$ cat src/rtl/vec_call_intc.sv
module vec_call_intc #(
  parameter int         N_SRC     = 8,
  parameter logic [7:0] IO_BASE   = 8'h40,
  parameter logic [7:0] CALL_OP   = 8'hCD,
  parameter logic [7:0] RETI_PRE  = 8'hED,
  parameter logic [7:0] RETI_OP   = 8'h4D
) (
  input  logic             clk,
  input  logic             rst_n,
  input  logic [N_SRC-1:0] req_in,
  input  logic             m1_n,
  input  logic             iorq_n,
  input  logic             mreq_n,
  input  logic             rd_n,
  input  logic             wr_n,
  input  logic [7:0]       io_addr,
  input  logic [7:0]       data_in,
  output logic [7:0]       data_out,
  output logic             data_oe,
  output logic             mem_inhibit,
  output logic             int_n
);
  localparam int SW       = $clog2(N_SRC);
  localparam int MASK_OFS = 2 * N_SRC;

  logic [7:0]       vec_lo [N_SRC];
  logic [7:0]       vec_hi [N_SRC];
  logic [N_SRC-1:0] mask;
  logic [SW-1:0]    src, win;
  logic [1:0]       idx;
  logic [7:0]       op_lat;
  logic             busy, inj, saw_pre;
  logic             ack_q, memrd_q, fetch_q, iowr_q;

  wire ack   = ~m1_n & ~iorq_n;
  wire fetch = ~m1_n & ~mreq_n & ~rd_n;
  wire memrd = m1_n & ~mreq_n & ~rd_n;
  wire iowr  = m1_n & ~iorq_n & ~wr_n;
  wire [7:0] ofs = io_addr - IO_BASE;
  wire [N_SRC-1:0] pend = req_in & ~mask;
  wire feeding = inj & (idx != 2'd3);

  always_comb begin
    win = '0;
    for (int i = N_SRC - 1; i >= 0; i--)
      if (pend[i]) win = SW'(i);
  end

  always_comb begin
    case (idx)
      2'd0:    data_out = CALL_OP;
      2'd1:    data_out = vec_lo[src];
      2'd2:    data_out = vec_hi[src];
      default: data_out = 8'h00;
    endcase
  end

  assign data_oe     = feeding & (ack | memrd);
  assign mem_inhibit = feeding & memrd;
  assign int_n       = ~((|pend) & ~busy);

  always_ff @(posedge clk) begin
    if (!rst_n) begin
      for (int i = 0; i < N_SRC; i++) begin
        vec_lo[i] <= 8'h00;
        vec_hi[i] <= 8'h00;
      end
      mask    <= '1;
      src     <= '0;
      idx     <= 2'd0;
      op_lat  <= 8'h00;
      busy    <= 1'b0;
      inj     <= 1'b0;
      saw_pre <= 1'b0;
      ack_q   <= 1'b0;
      memrd_q <= 1'b0;
      fetch_q <= 1'b0;
      iowr_q  <= 1'b0;
    end else begin
      ack_q   <= ack;
      memrd_q <= memrd;
      fetch_q <= fetch;
      iowr_q  <= iowr;

      if (iowr && !iowr_q) begin
        if (int'(ofs) < N_SRC)          vec_lo[ofs[SW-1:0]] <= data_in;
        else if (int'(ofs) < MASK_OFS)  vec_hi[ofs[SW-1:0]] <= data_in;
        else if (int'(ofs) == MASK_OFS) mask <= data_in[N_SRC-1:0];
      end

      if (ack && !ack_q && !busy && (|pend)) begin
        busy <= 1'b1;
        inj  <= 1'b1;
        src  <= win;
        idx  <= 2'd0;
      end
      if (!ack && ack_q && feeding)     idx <= idx + 2'd1;
      if (!memrd && memrd_q && feeding) idx <= idx + 2'd1;

      if (fetch && !fetch_q) inj <= 1'b0;
      if (fetch) op_lat <= data_in;
      if (!fetch && fetch_q) begin
        saw_pre <= (op_lat == RETI_PRE);
        if (saw_pre && op_lat == RETI_OP) busy <= 1'b0;
      end
    end
  end
endmodule

$ cat config.mk
export PLATFORM = sky130hd
export DESIGN_NAME = vec_call_intc
export DESIGN_NICKNAME = d
export VERILOG_FILES = /design/src/rtl/vec_call_intc.sv
export SDC_FILE = /design/constraint.sdc
export NUM_CORES = 1
export LEC_CHECK = 0
export BUFFER_PORTS_ARGS = -buffer_cell sky130_fd_sc_hd__buf_2
export CAP_MARGIN = 5
export CORE_ASPECT_RATIO = 1.1
export CORE_MARGIN = 1.5
export CORE_UTILIZATION = 61
export DETAILED_ROUTE_END_ITERATION = 8
export GPL_ROUTABILITY_DRIVEN = 0
export PLACE_DENSITY = 0.85
export SLEW_MARGIN = 0
export SYNTH_ARGS = -nofsm -noshare
export SYNTH_HDL_FRONTEND = slang
export SYNTH_SLANG_ARGS = --single-unit
$ cat constraint.sdc
create_clock -name clk -period 3.4 [get_ports clk]
set_input_delay 0.17 -clock clk [delete_from_list [all_inputs] [get_ports clk]]
set_output_delay 0.17 -clock clk [all_outputs]
set_load 0.005 [all_outputs]
# Word level (Yosys, flattened, before mapping)
# Memories as Yosys holds them, arrays and structs flattened. A register that Yosys moved wholly into a read port is not among the register bits.
# Cells that the tools add are included.
[word_totals]
register_bits = 28
ramBits = 128
in_bits = 31
output_inout_bits = 11
word_cells = 107
mem_count = 2
[classes]
n_addsub = 2
magnitude_cmp = 2
eq_ne = 6
mux = 35
bitwise_logic = 24
n_reduce_logical = 25
[mem_list]
columns = ["memory", "depth", "width", "read_ports", "rd_clocked_by_memory_dff", "write_ports", "line_no", "source"]
rows = [
  ["vec_hi", 8, 8, 1, 1, 8, "27", "logic [7:0] vec_hi [N_SRC];"],
  ["vec_lo", 8, 8, 1, 1, 8, "26", "logic [7:0] vec_lo [N_SRC];"],
]
[op_table]
columns = ["operator", "n"]
rows = [
  ["$mux 3", 14],
  ["$pmux 8 s3", 1],
  ["$reduce_or 8->1", 3],
  ["$mux 8", 2],
  ["$mux 1", 15],
  ["$and 1x1->1", 11],
  ["$logic_and 1x1->1", 11],
  ["$not 1->1", 10],
  ["$and 8x8->8", 1],
  ["$eq 8x6->1 const B", 1],
  ["$eq 8x7->1 const B", 1],
  ["$eq 8x8->1 const B", 1],
  ["$lt 8x4->1 const B", 1],
  ["$lt 8x5->1 const B", 1],
  ["$not 8->8", 1],
  ["$sub 8x7->8 const B", 1],
  ["$logic_not 1->1", 7],
  ["$mux 2", 3],
  ["$reduce_and 4->1", 1],
  ["$reduce_bool 3->1", 1],
  ["$add 2x1->2 const B", 1],
  ["$eq 2x1->1 const B", 1],
  ["$eq 2x2->1 const B", 1],
  ["$logic_not 2->1", 1],
  ["3 further kinds", 3],
]

# Depth between registers and ports, before layout
# Gate-level depths: netlist (run 1).
[logic_depth]
word_depth = 12
ltp_mapped = 7
ltp_nobuf = 6

# Least setup slack after synthesis (run 1)
# Ideal clock, no wire load.
[synth_path]
path_kind = "input to register"
startpoint = "input port iorq_n"
endpoint = "memory vec_hi[3][0], enable pin"
setup_ns = 0.384
arrival_ns = 2.043
required_time_ns = 3.016
path_slack_ns = 0.973
cell_stages = 4
n_path_buf = 0
path_cell_list = "or3b_2 > nor4b_4 > nand4b_1 > o21ai_0"
[synth_rtl]
columns = ["element", "line_no", "source"]
rows = [
  ["start: declaration", "12", "input logic iorq_n,"],
  ["end: declaration", "27", ""],
]

==> summary.md, run 1 <==
| Metric | Value |
|---|---|
| CTS Hold Bufs | `0` |
| Period utilization | `0.7838` |
| # Max-Cap Violations | `0` |
| Seq pwr share | `0.494` |
| Root Driver | `clkbuf_16` |
| Pin count of the biggest net entering global routing | `37` |
| Dpl cell area | `0.007690 mm²` |
| Synth top area cells | `edfxtp_1, and2_1, mux4_2, dfxtp_1, mux2i_1` |
| Finished Cell Area | `0.008335 mm²` |
| Worst Path Arrival | `2490 ps` |
| Final setup vio count | `0` |
| Initial Utilization | `0.6276` |
| Hpwl dp | `10,680 µm` |
| Starting DRT DRC Count | `348` |
| Yosys cell types | `44` |
| Logic pwr share | `0.035` |
| Clock Pin Slew Worst Setup and Hold Paths | `60 ps` |
| Via count | `4,562` |
| DR WL/cell | `20.85 µm` |
| Antenna diodes | `0` |
| Synthesized area per cell | `13.59 µm²` |
| Crit Path Max Fanout | `16` |
| Cell-internal power | `3495 µW` |
| Syn nets | `568` |
| Mapped Cells | `533` |
| Total track usage | `0.2739` |
| Latest clock arrival within the worst-skew pair | `420 ps` |
| Post-CTS Setup Inserts | `0` |
| R2R Setup Slk | `1460 ps` |
| Number of global-route vias before repair | `4,636` |
| Die Span Y | `117.3 µm` |
| GRT overflow | `0` |
| Fraction of registers with async set/reset | `0` |
| Pwr dens | `523.4 mW/mm²` |
| Sequential element share of the synthesized area | `0.6162` |
| Die area | `0.01254 mm²` |
| Via density | `6.083` |
| Post-synth top flop | `edfxtp_1` |
| Final Max Slew Viols | `0` |
| Max clock buf depth | `2` |
| Final net count | `622` |
| Path type of the worst min-delay path | `input pin to register` |
| Site row count | `41` |
| Antenna viol nets, final | `0` |
| Status | `completed` |
| Skew final | `3.477 ps` |
| Setup Crit Path Kind | `register to output pin` |
| Final min period | `2665 ps` |
| Sum Neg Setup Slack | `0 ps` |
| Critical Path Start Type | `register` |
| Clock share of power | `0.471` |
| Die X | `106.9 µm` |
| Lkg Pwr | `0.003104 µW` |
| Max Fclk | `375.3 MHz` |
| Req. time, crit path | `3230 ps` |
| Sw Share | `0.1989` |
| Post-synth top area cell | `edfxtp_1` |
| CTS H-tree depth | `4` |
| Synth top area share | `0.5306` |
| Core box area | `0.01154 mm²` |
| Worst setup EP type | `output pin` |
| First-pass detailed-route iteration total | `5` |
| TritonCTS Sinks | `159` |
| DRC | `0` |
| Psw | `868.0 µW` |
| RSZ-0062 raised after global routing | `no` |
| Ports | `42` |
| Slew headroom | `0.4131` |
| Number of port buffers | `41` |
| First-pass GRT wire length | `24,690 µm` |
| Synth warnings | `0` |
| Number of antenna violations at the first check in global routing | `0` |
| Slew @ Worst Pin | `873.6 ps` |
| Synthesized cell area | `0.007244 mm²` |
| Fraction of layout cells with a size suffix above 1 | `0.2667` |
| Peak VDD IR | `0.0003314 V` |
| Synthesis-to-layout area growth | `15.06%` |
| CTS tree | `yes` |
| Cell with the most instances after synthesis | `edfxtp_1` |
| Number of flops mapped to enable cells by yosys | `128` |
| Final hold vios | `0` |
| Total Wirelength | `15,640 µm` |
| Yosys reg bits | `159` |
| Commonest cells post-synth | `edfxtp_1, and2_1, dfxtp_1` |
| PostCTS Resize Cnt | `0` |
| Num CTS Buffers | `17` |
## final cells by class
class	instances	area, µm²
multi-input combinational	345	2670
tap	150	187.7
sequential	159	4466
clock buffer	19	432.9
inverter	3	11.26
fill	729	3207
timing repair buffer	61	355.3
clock inverter	13	212.7
## path summary, 6_finish.rpt
check                           cells past startpoint                  end            startpoint
worst min-delay path                                3    iowr_q$_SDFF_PN0_                  wr_n
worst max register to register                      5  src[2]$_SDFFE_PN0P_  mask[2]$_SDFFE_PN1P_
worst min register to register                      1      busy$_SDFF_PN0_  saw_pre$_SDFFE_PN0P_
worst max-delay path                                5          data_out[5]              register
## metal layers
layer,global-route usage,up-vias,part of all wire
met5,0,-,0
li1,-,2063,-
met1,0.3392,2254,0.39
met4,0.1227,0,0.028
met2,0.4697,206,0.51
met3,0.05759,39,0.069
## worst max-delay path: stages (launching register included)
cell	delay, ps
dfxtp_2	690
buf_4	300
mux4_2	550
mux2i_1	260
o22ai_1	120
buf_2	150
## registers in the layout (all words and copies together) (netlist names), named ones only
| signal | cells |
|---|---|
| memrd_q | 1 |
| op_lat | 8 |
| vec_lo | 64 |
| vec_hi | 64 |
| busy | 1 |
| fetch_q | 1 |
| idx | 2 |
| iowr_q | 1 |
| ack_q | 1 |
| saw_pre | 1 |
| mask | 8 |
| src | 3 |
| inj | 1 |
## cells in the final DEF, fill, tap and decap left out, types with 3 or more instances in the layout
| cell type | count |
|---|---|
| a21oi_1 | 12 |
| a221oi_1 | 4 |
| and2_1 | 105 |
| and2_2 | 24 |
| buf_2 | 41 |
| buf_4 | 20 |
| bufinv_16 | 5 |
| clkbuf_16 | 17 |
| clkinv_4 | 4 |
| dfxtp_1 | 30 |
| edfxtp_1 | 128 |
| ha_1 | 4 |
| inv_1 | 3 |
| mux2i_1 | 28 |
| mux4_2 | 28 |
| nand2_1 | 28 |
| nand2b_1 | 5 |
| nand4b_1 | 3 |
| nor2_1 | 27 |
| nor2_2 | 8 |
| nor2b_1 | 9 |
| nor3_1 | 5 |
| o211ai_1 | 4 |
| o21ai_0 | 21 |
| o22ai_1 | 4 |
## power by group through the flow
stage               combinational (µW)  clock (µW)  sequential [µW]
floorplan                         76.3           0             2190
global placement                   146           0             2190
detailed placement                 153           0             2190
CTS                                155        2070             2150
global route                       168        2150             2160
finish                             155        2050             2150
## cells by family after synthesis
group	share of synthesized area
simple gates	0.1877
flops	0.6162
compound gates	0.04819
mux	0.1257
buf+inv	0.01520
fa+ha+maj	0.006909
## metrics by stage
| stage | util | setup slack (ps) | cells | power (µW) | hold slack, ps |
|---|---|---|---|---|---|
| CTS | 0.7222 | 674.3 | 750 | 4377 | 32.16 |
| floorplan | - | 973.1 | 533 | 2263 | 295.1 |
| global route | 0.7222 | 568.1 | 750 | 4477 | 53.76 |
| global placement | 0.6662 | 1056 | 718 | 2337 | 439.2 |
| detailed placement | 0.6662 | 1008 | 718 | 2348 | 451.9 |
| finish | 0.7222 | 735.2 | 750 | 4363 | 43.76 |
(Power assumes the default switching activity.)
==> run 2: changes to the inputs <==
--- a/config.mk
+++ b/config.mk
@@ -9,10 +9,10 @@
 export CAP_MARGIN = 5
 export CORE_ASPECT_RATIO = 1.1
 export CORE_MARGIN = 1.5
-export CORE_UTILIZATION = 61
+export CORE_UTILIZATION = 55
 export DETAILED_ROUTE_END_ITERATION = 8
 export GPL_ROUTABILITY_DRIVEN = 0
-export PLACE_DENSITY = 0.85
+export PLACE_DENSITY = 0.81
 export SLEW_MARGIN = 0
 export SYNTH_ARGS = -nofsm -noshare
 export SYNTH_HDL_FRONTEND = slang
==> constraint.sdc (replaced) <==
create_clock -name clk -period 2.3 [get_ports clk]
set_input_delay 0.115 -clock clk [delete_from_list [all_inputs] [get_ports clk]]
set_output_delay 0.115 -clock clk [all_outputs]
set_load 0.005 [all_outputs]
==> run 2 against run 1 <==
Compared with the run above: the flow now finishes with violations (design-rule violations, negative setup slack); setup slack worse by 760 ps; largest power group unchanged; non-clock buffer count increased by 16; core utilization fell by 5.7 points; combinational power increased by 54%; worst hold slack got worse by 18 ps; critical path depth increased by 1; clock skew up 1.5 ps; first-iteration DRC count shrank 10%; design area up 1.8%; cell count increased by 3.1%.
==> summary.md, run 2 (synthesis results as in run 1) <==
| Metric | Value |
|---|---|
| Req. time, crit path | `2180 ps` |
| First-pass detailed-route iteration total | `7` |
| Max clock buf depth | `2` |
| Path type of the worst min-delay path | `input pin to register` |
| DR WL/cell | `20.73 µm` |
| Die area | `0.01387 mm²` |
| Sum Neg Setup Slack | `-46.18 ps` |
| TritonCTS Sinks | `159` |
| # Max-Cap Violations | `0` |
| Pin count of the biggest net entering global routing | `37` |
| Psw | `1245 µW` |
| Hpwl dp | `10,240 µm` |
| WP buf/inv | `3` |
| CTS tree | `yes` |
| Most common cell after layout, fill and taps aside | `edfxtp_1` |
| Seq pwr share | `0.516` |
| Cell-internal power | `4925 µW` |
| GRT overflow | `0` |
| Clock share of power | `0.446` |
| Worst setup EP type | `output pin` |
| Ports | `42` |
| Logic pwr share | `0.039` |
| Slowest-stage cell, CP | `mux4_2` |
| Number of antenna violations at the first check in global routing | `0` |
| Peak VDD IR | `0.0005349 V` |
| Latest clock arrival within the worst-skew pair | `420 ps` |
| Final net count | `638` |
| Final Max Slew Viols | `0` |
| Starting DRT DRC Count | `313` |
| Number of port buffers | `41` |
| Final hold vios | `0` |
| Final setup vio count | `2` |
| CP delay by family, top | `multiplexers` |
| Slack of the critical path | `-28.71 ps` |
| Failing checks | `design-rule violations, negative setup slack` |
| Initial Utilization | `0.5681` |
| Slew headroom | `0.4157` |
| Clock Pin Slew Worst Setup and Hold Paths | `60 ps` |
| Setup Crit Path Kind | `register to output pin` |
| Max Fclk | `429.4 MHz` |
| Via density | `5.878` |
| Core box area | `0.01275 mm²` |
| Skew final | `5.005 ps` |
| Lkg Pwr | `0.003168 µW` |
| Die X | `112.4 µm` |
| Antenna diodes | `0` |
| Critical Path, Cell by Cell | `buf_12, buf_4, mux4_2, mux2i_1, o211ai_1, buf_2` |
| Number of global-route vias before repair | `4,517` |
| CTS H-tree depth | `4` |
| Multi-input gate area | `0.002694 mm²` |
| Site row count | `43` |
| Worst Path Arrival | `2210 ps` |
| Status | `finished with violations` |
| Pwr dens | `727.0 mW/mm²` |
| Seq. cell area | `0.004468 mm²` |
| Synthesis-to-layout area growth | `17.15%` |
| Root Driver | `clkbuf_16` |
| Total Wirelength | `16,030 µm` |
| Fraction of layout cells with a size suffix above 1 | `0.2857` |
| DRC | `2` |
| Slew @ Worst Pin | `869.8 ps` |
| Num CTS Buffers | `17` |
| CP max stage delay | `480 ps` |
| Most frequent cells in the layout | `edfxtp_1, and2_1, buf_2, dfxtp_1, buf_4` |
| Worst hold slack | `26.17 ps` |
| Sw Share | `0.2017` |
| Antenna viol nets, final | `0` |
| Fillers | `867` |
| First-pass GRT wire length | `24,590 µm` |
| Period utilization | `1.012` |
| Crit Path Max Fanout | `12` |
| Top flop regs | `vec_hi x64, vec_lo x64` |
| Total track usage | `0.2413` |
| Via count | `4,544` |
| Final min period | `2329 ps` |
| RSZ-0062 raised after global routing | `yes` |
| Critical Path Start Type | `register` |
| Die Span Y | `123.4 µm` |
run 2: final timing paths:
kind,startpoint,slack [ps],cells past startpoint,endpoint
max,register,-30,6,data_out[6]
min reg2reg,saw_pre$_SDFFE_PN0P_,460,1,busy$_SDFF_PN0_
min,mreq_n,30,3,memrd_q$_SDFF_PN0_
max reg2reg,mask[2]$_SDFFE_PN1P_,470,6,idx[0]$_SDFFE_PN0P_
run 2: timing repair:
action | CTS | global route
gates resized for setup | 1 | 6
buffers inserted | 0 | 7
gates cloned | 1 | 0
endpoints found under the hold margin | 2 | 0
endpoints found under the setup margin | 1 | 4
hold buffers | 2 | 0
run 2: power groups by stage:
| stage | combinational, µW | sequential (µW) | clock [µW] |
|---|---|---|---|
| 2_1_floorplan | 113 | 3230 | 0 |
| 3_5_place_dp | 230 | 3240 | 0 |
| 4_1_cts | 234 | 3180 | 2770 |
| 6_report | 238 | 3180 | 2750 |
| 5_1_grt | 255 | 3190 | 2880 |
| 3_3_place_gp | 220 | 3240 | 0 |
run 2: worst reg2reg max path, delay by kind of cell (launching register included):
kind | cells | cell delay (ps)
buffers and inverters | 1 | 200
and+or+nand+nor | 3 | 900
AOI/OAI and AO/OA | 2 | 340
DFF | 1 | 340
run 2: layout make-up:
class | instances | share of cell area
clock buffer | 19 | 0.05101
tap | 157 | 0.02315
inverter | 3 | 0.001327
sequential | 159 | 0.5265
clock inverter | 13 | 0.01725
timing repair buffer | 77 | 0.06339
multi-input combinational | 345 | 0.3174
run 2: routing by layer:
| layer | vias to the layer above | GRT usage | wire length [µm] |
|---|---|---|---|
| li1 | 2103 | - | - |
| met1 | 2243 | 0.3136 | 6626 |
| met2 | 183 | 0.4160 | 8236 |
| met3 | 15 | 0.04118 | 935 |
| met4 | 0 | 0.08386 | 229 |
| met5 | - | 0 | 0 |
run 2: per-stage QoR:
step           std cells  area [µm²]    util  setup WS [ps]  total power [µW]
2_1_floorplan        533        7244       -         -71.91              3346
3_3_place_gp         731        7769  0.6093          134.4              3458
3_5_place_dp         731        7769  0.6093          49.28              3472
4_1_cts              766        8404  0.6591          18.52              6188
5_1_grt              773        8487  0.6656         -62.13              6321
6_report             773        8487  0.6656         -28.71              6170
==> run 3: changes to the inputs <==
--- a/config.mk
+++ b/config.mk
@@ -13,6 +13,7 @@
 export DETAILED_ROUTE_END_ITERATION = 8
 export GPL_ROUTABILITY_DRIVEN = 0
 export PLACE_DENSITY = 0.81
+export REMOVE_ABC_BUFFERS = 1
 export SLEW_MARGIN = 0
 export SYNTH_ARGS = -nofsm -noshare
 export SYNTH_HDL_FRONTEND = slang
==> run 3 against run 2 <==
Compared with the run above: the flow now finishes without violations; worst hold slack better by 14 ps; design area is 0.13% higher; maximum frequency is 3.9% higher; non-clock buffer count is 2 higher; combinational power hardly changed; cell count is 0.26% higher; critical endpoint unchanged.
==> summary.md, run 3 (synthesis results as in run 1) <==
| Metric | Value |
|---|---|
| Antenna diodes | `0` |
| Max Fclk | `446.0 MHz` |
| Skew final | `6.458 ps` |
| Most frequent cells in the layout | `edfxtp_1, and2_1, buf_2, dfxtp_1` |
| Peak VDD IR | `0.0005198 V` |
| Starting DRT DRC Count | `277` |
| Setup Crit Path Kind | `register to output pin` |
| Path type of the worst min-delay path | `input pin to register` |
| Root Driver | `clkbuf_16` |
| Pin count of the biggest net entering global routing | `37` |
| Reg2reg path depth | `6` |
| DR WL/cell | `20.30 µm` |
| Max clock buf depth | `2` |
| Clock Pin Slew Worst Setup and Hold Paths | `60 ps` |
| Top flop regs | `vec_hi x64, vec_lo x64` |
| GRT overflow | `0` |
| Worst Hold Depth | `3` |
| CTS tree | `yes` |
| Hpwl dp | `10,660 µm` |
| Pwr dens | `717.4 mW/mm²` |
| Number of global-route vias before repair | `4,447` |
| Antenna viol nets, final | `0` |
| Post-route insts no fill | `775` |
| Die area | `0.01387 mm²` |
| Number of port buffers | `41` |
| RSZ-0062 raised after global routing | `yes` |
| Die X | `112.4 µm` |
| Final net count | `640` |
| Worst Path Arrival | `2130 ps` |
| Worst setup EP type | `output pin` |
| Total Wirelength | `15,740 µm` |
| Initial Utilization | `0.5681` |
| First-pass detailed-route iteration total | `7` |
| Final Max Slew Viols | `0` |
| Req. time, crit path | `2180 ps` |
| Final hold vios | `0` |
| Lkg Pwr | `0.003171 µW` |
| Die Span Y | `123.4 µm` |
| Number of antenna violations at the first check in global routing | `0` |
| Most common cell after layout, fill and taps aside | `edfxtp_1` |
| Final setup vio count | `0` |
| Slew @ Worst Pin | `828.1 ps` |
| Fraction of layout cells with a size suffix above 1 | `0.2961` |
| Slew headroom | `0.4437` |
| Period utilization | `0.9748` |
| Total track usage | `0.2417` |
| R2R Setup Slk | `610 ps` |
| Power, Total | `6097 µW` |
| Latest clock arrival within the worst-skew pair | `430 ps` |
| Post-Place Cells | `732` |
| Via count | `4,560` |
| TritonCTS Sinks | `159` |
| Core box area | `0.01275 mm²` |
| Worst hold slack | `40.28 ps` |
| # Max-Cap Violations | `0` |
| Status | `completed` |
| Sum Neg Setup Slack | `0 ps` |
| Num CTS Buffers | `17` |
| Final min period | `2242 ps` |
| CTS H-tree depth | `4` |
| Via density | `5.884` |
| Synthesis-to-layout area growth | `17.31%` |
| First-pass GRT wire length | `24,480 µm` |
| Ports | `42` |
| Critical Path Start Type | `register` |
| DRC | `0` |
| Site row count | `43` |
| Crit Path Max Fanout | `9` |
run 3: changes by cell type in the layout (fill, tap and decap cells not counted), sizes merged:
cell,change
buf,-1
dlygate4sd3,+3
inv,+6
clkinv,-3
bufinv,-2
clkbuf,-1
run 3: path summary, 6_finish.rpt:
kind,start,end
worst min-delay path,m1_n,ack_q$_SDFF_PN0_
worst min register to register,op_lat[3]$_SDFFE_PN0P_,op_lat[3]$_SDFFE_PN0P_
worst max register to register,mask[3]$_SDFFE_PN1P_,idx[0]$_SDFFE_PN0P_
worst max-delay path,register,data_out[6]
run 3: per-layer routing:
layer / up-vias / track usage / share of wire / routed length (µm)
met5: - / 0 / 0 / 0
met4: 0 / 0.09810 / 0.025 / 393
met3: 28 / 0.05049 / 0.063 / 989
met2: 177 / 0.4041 / 0.51 / 7979
met1: 2257 / 0.3132 / 0.41 / 6374
li1: 2098 / - / - / -
run 3: worst max-delay path: stages (launching register included):
cell      delay (ps)
dfxtp_4          470
buf_12           180
mux4_2           550
mux2i_2          230
o211ai_1         120
buf_2            150
run 3: area by class of cell:
| class | instances | area (µm²) |
|---|---|---|
| sequential | 159 | 4468 |
| fill | 844 | 4253 |
| multi-input combinational | 345 | 2714 |
| timing repair buffer | 79 | 548.0 |
| clock buffer | 18 | 429.2 |
| tap | 157 | 196.4 |
| clock inverter | 14 | 131.4 |
| inverter | 3 | 11.26 |
run 3: repair_timing:
| item | 4_1_cts | 5_1_grt |
|---|---|---|
| hold buffers | 5 | 0 |
| endpoints found under the setup margin | 8 | 197 |
| resized for setup | 1 | 13 |
| buffers inserted | 2 | 4 |
| endpoints found under the hold margin | 3 | 0 |
| pin swaps | 0 | 3 |
run 3: where the power goes:
part           internal, µW  total, µW  switching [µW]
clock network          1500       2670            1170
logic                  84.5        240             156
registers              3160       3180            24.3
run 3: per-stage QoR:
| step | instance area (µm²) | setup WS [ps] | utilization |
|---|---|---|---|
| after floorplan | 7146 | -99.70 | - |
| after global placement | 7789 | 127.7 | 0.6108 |
| after detailed placement | 7789 | 74.17 | 0.6108 |
| after CTS | 8417 | 2.641 | 0.6601 |
| after global routing | 8498 | -8.658 | 0.6665 |
| final | 8498 | 58.03 | 0.6665 |
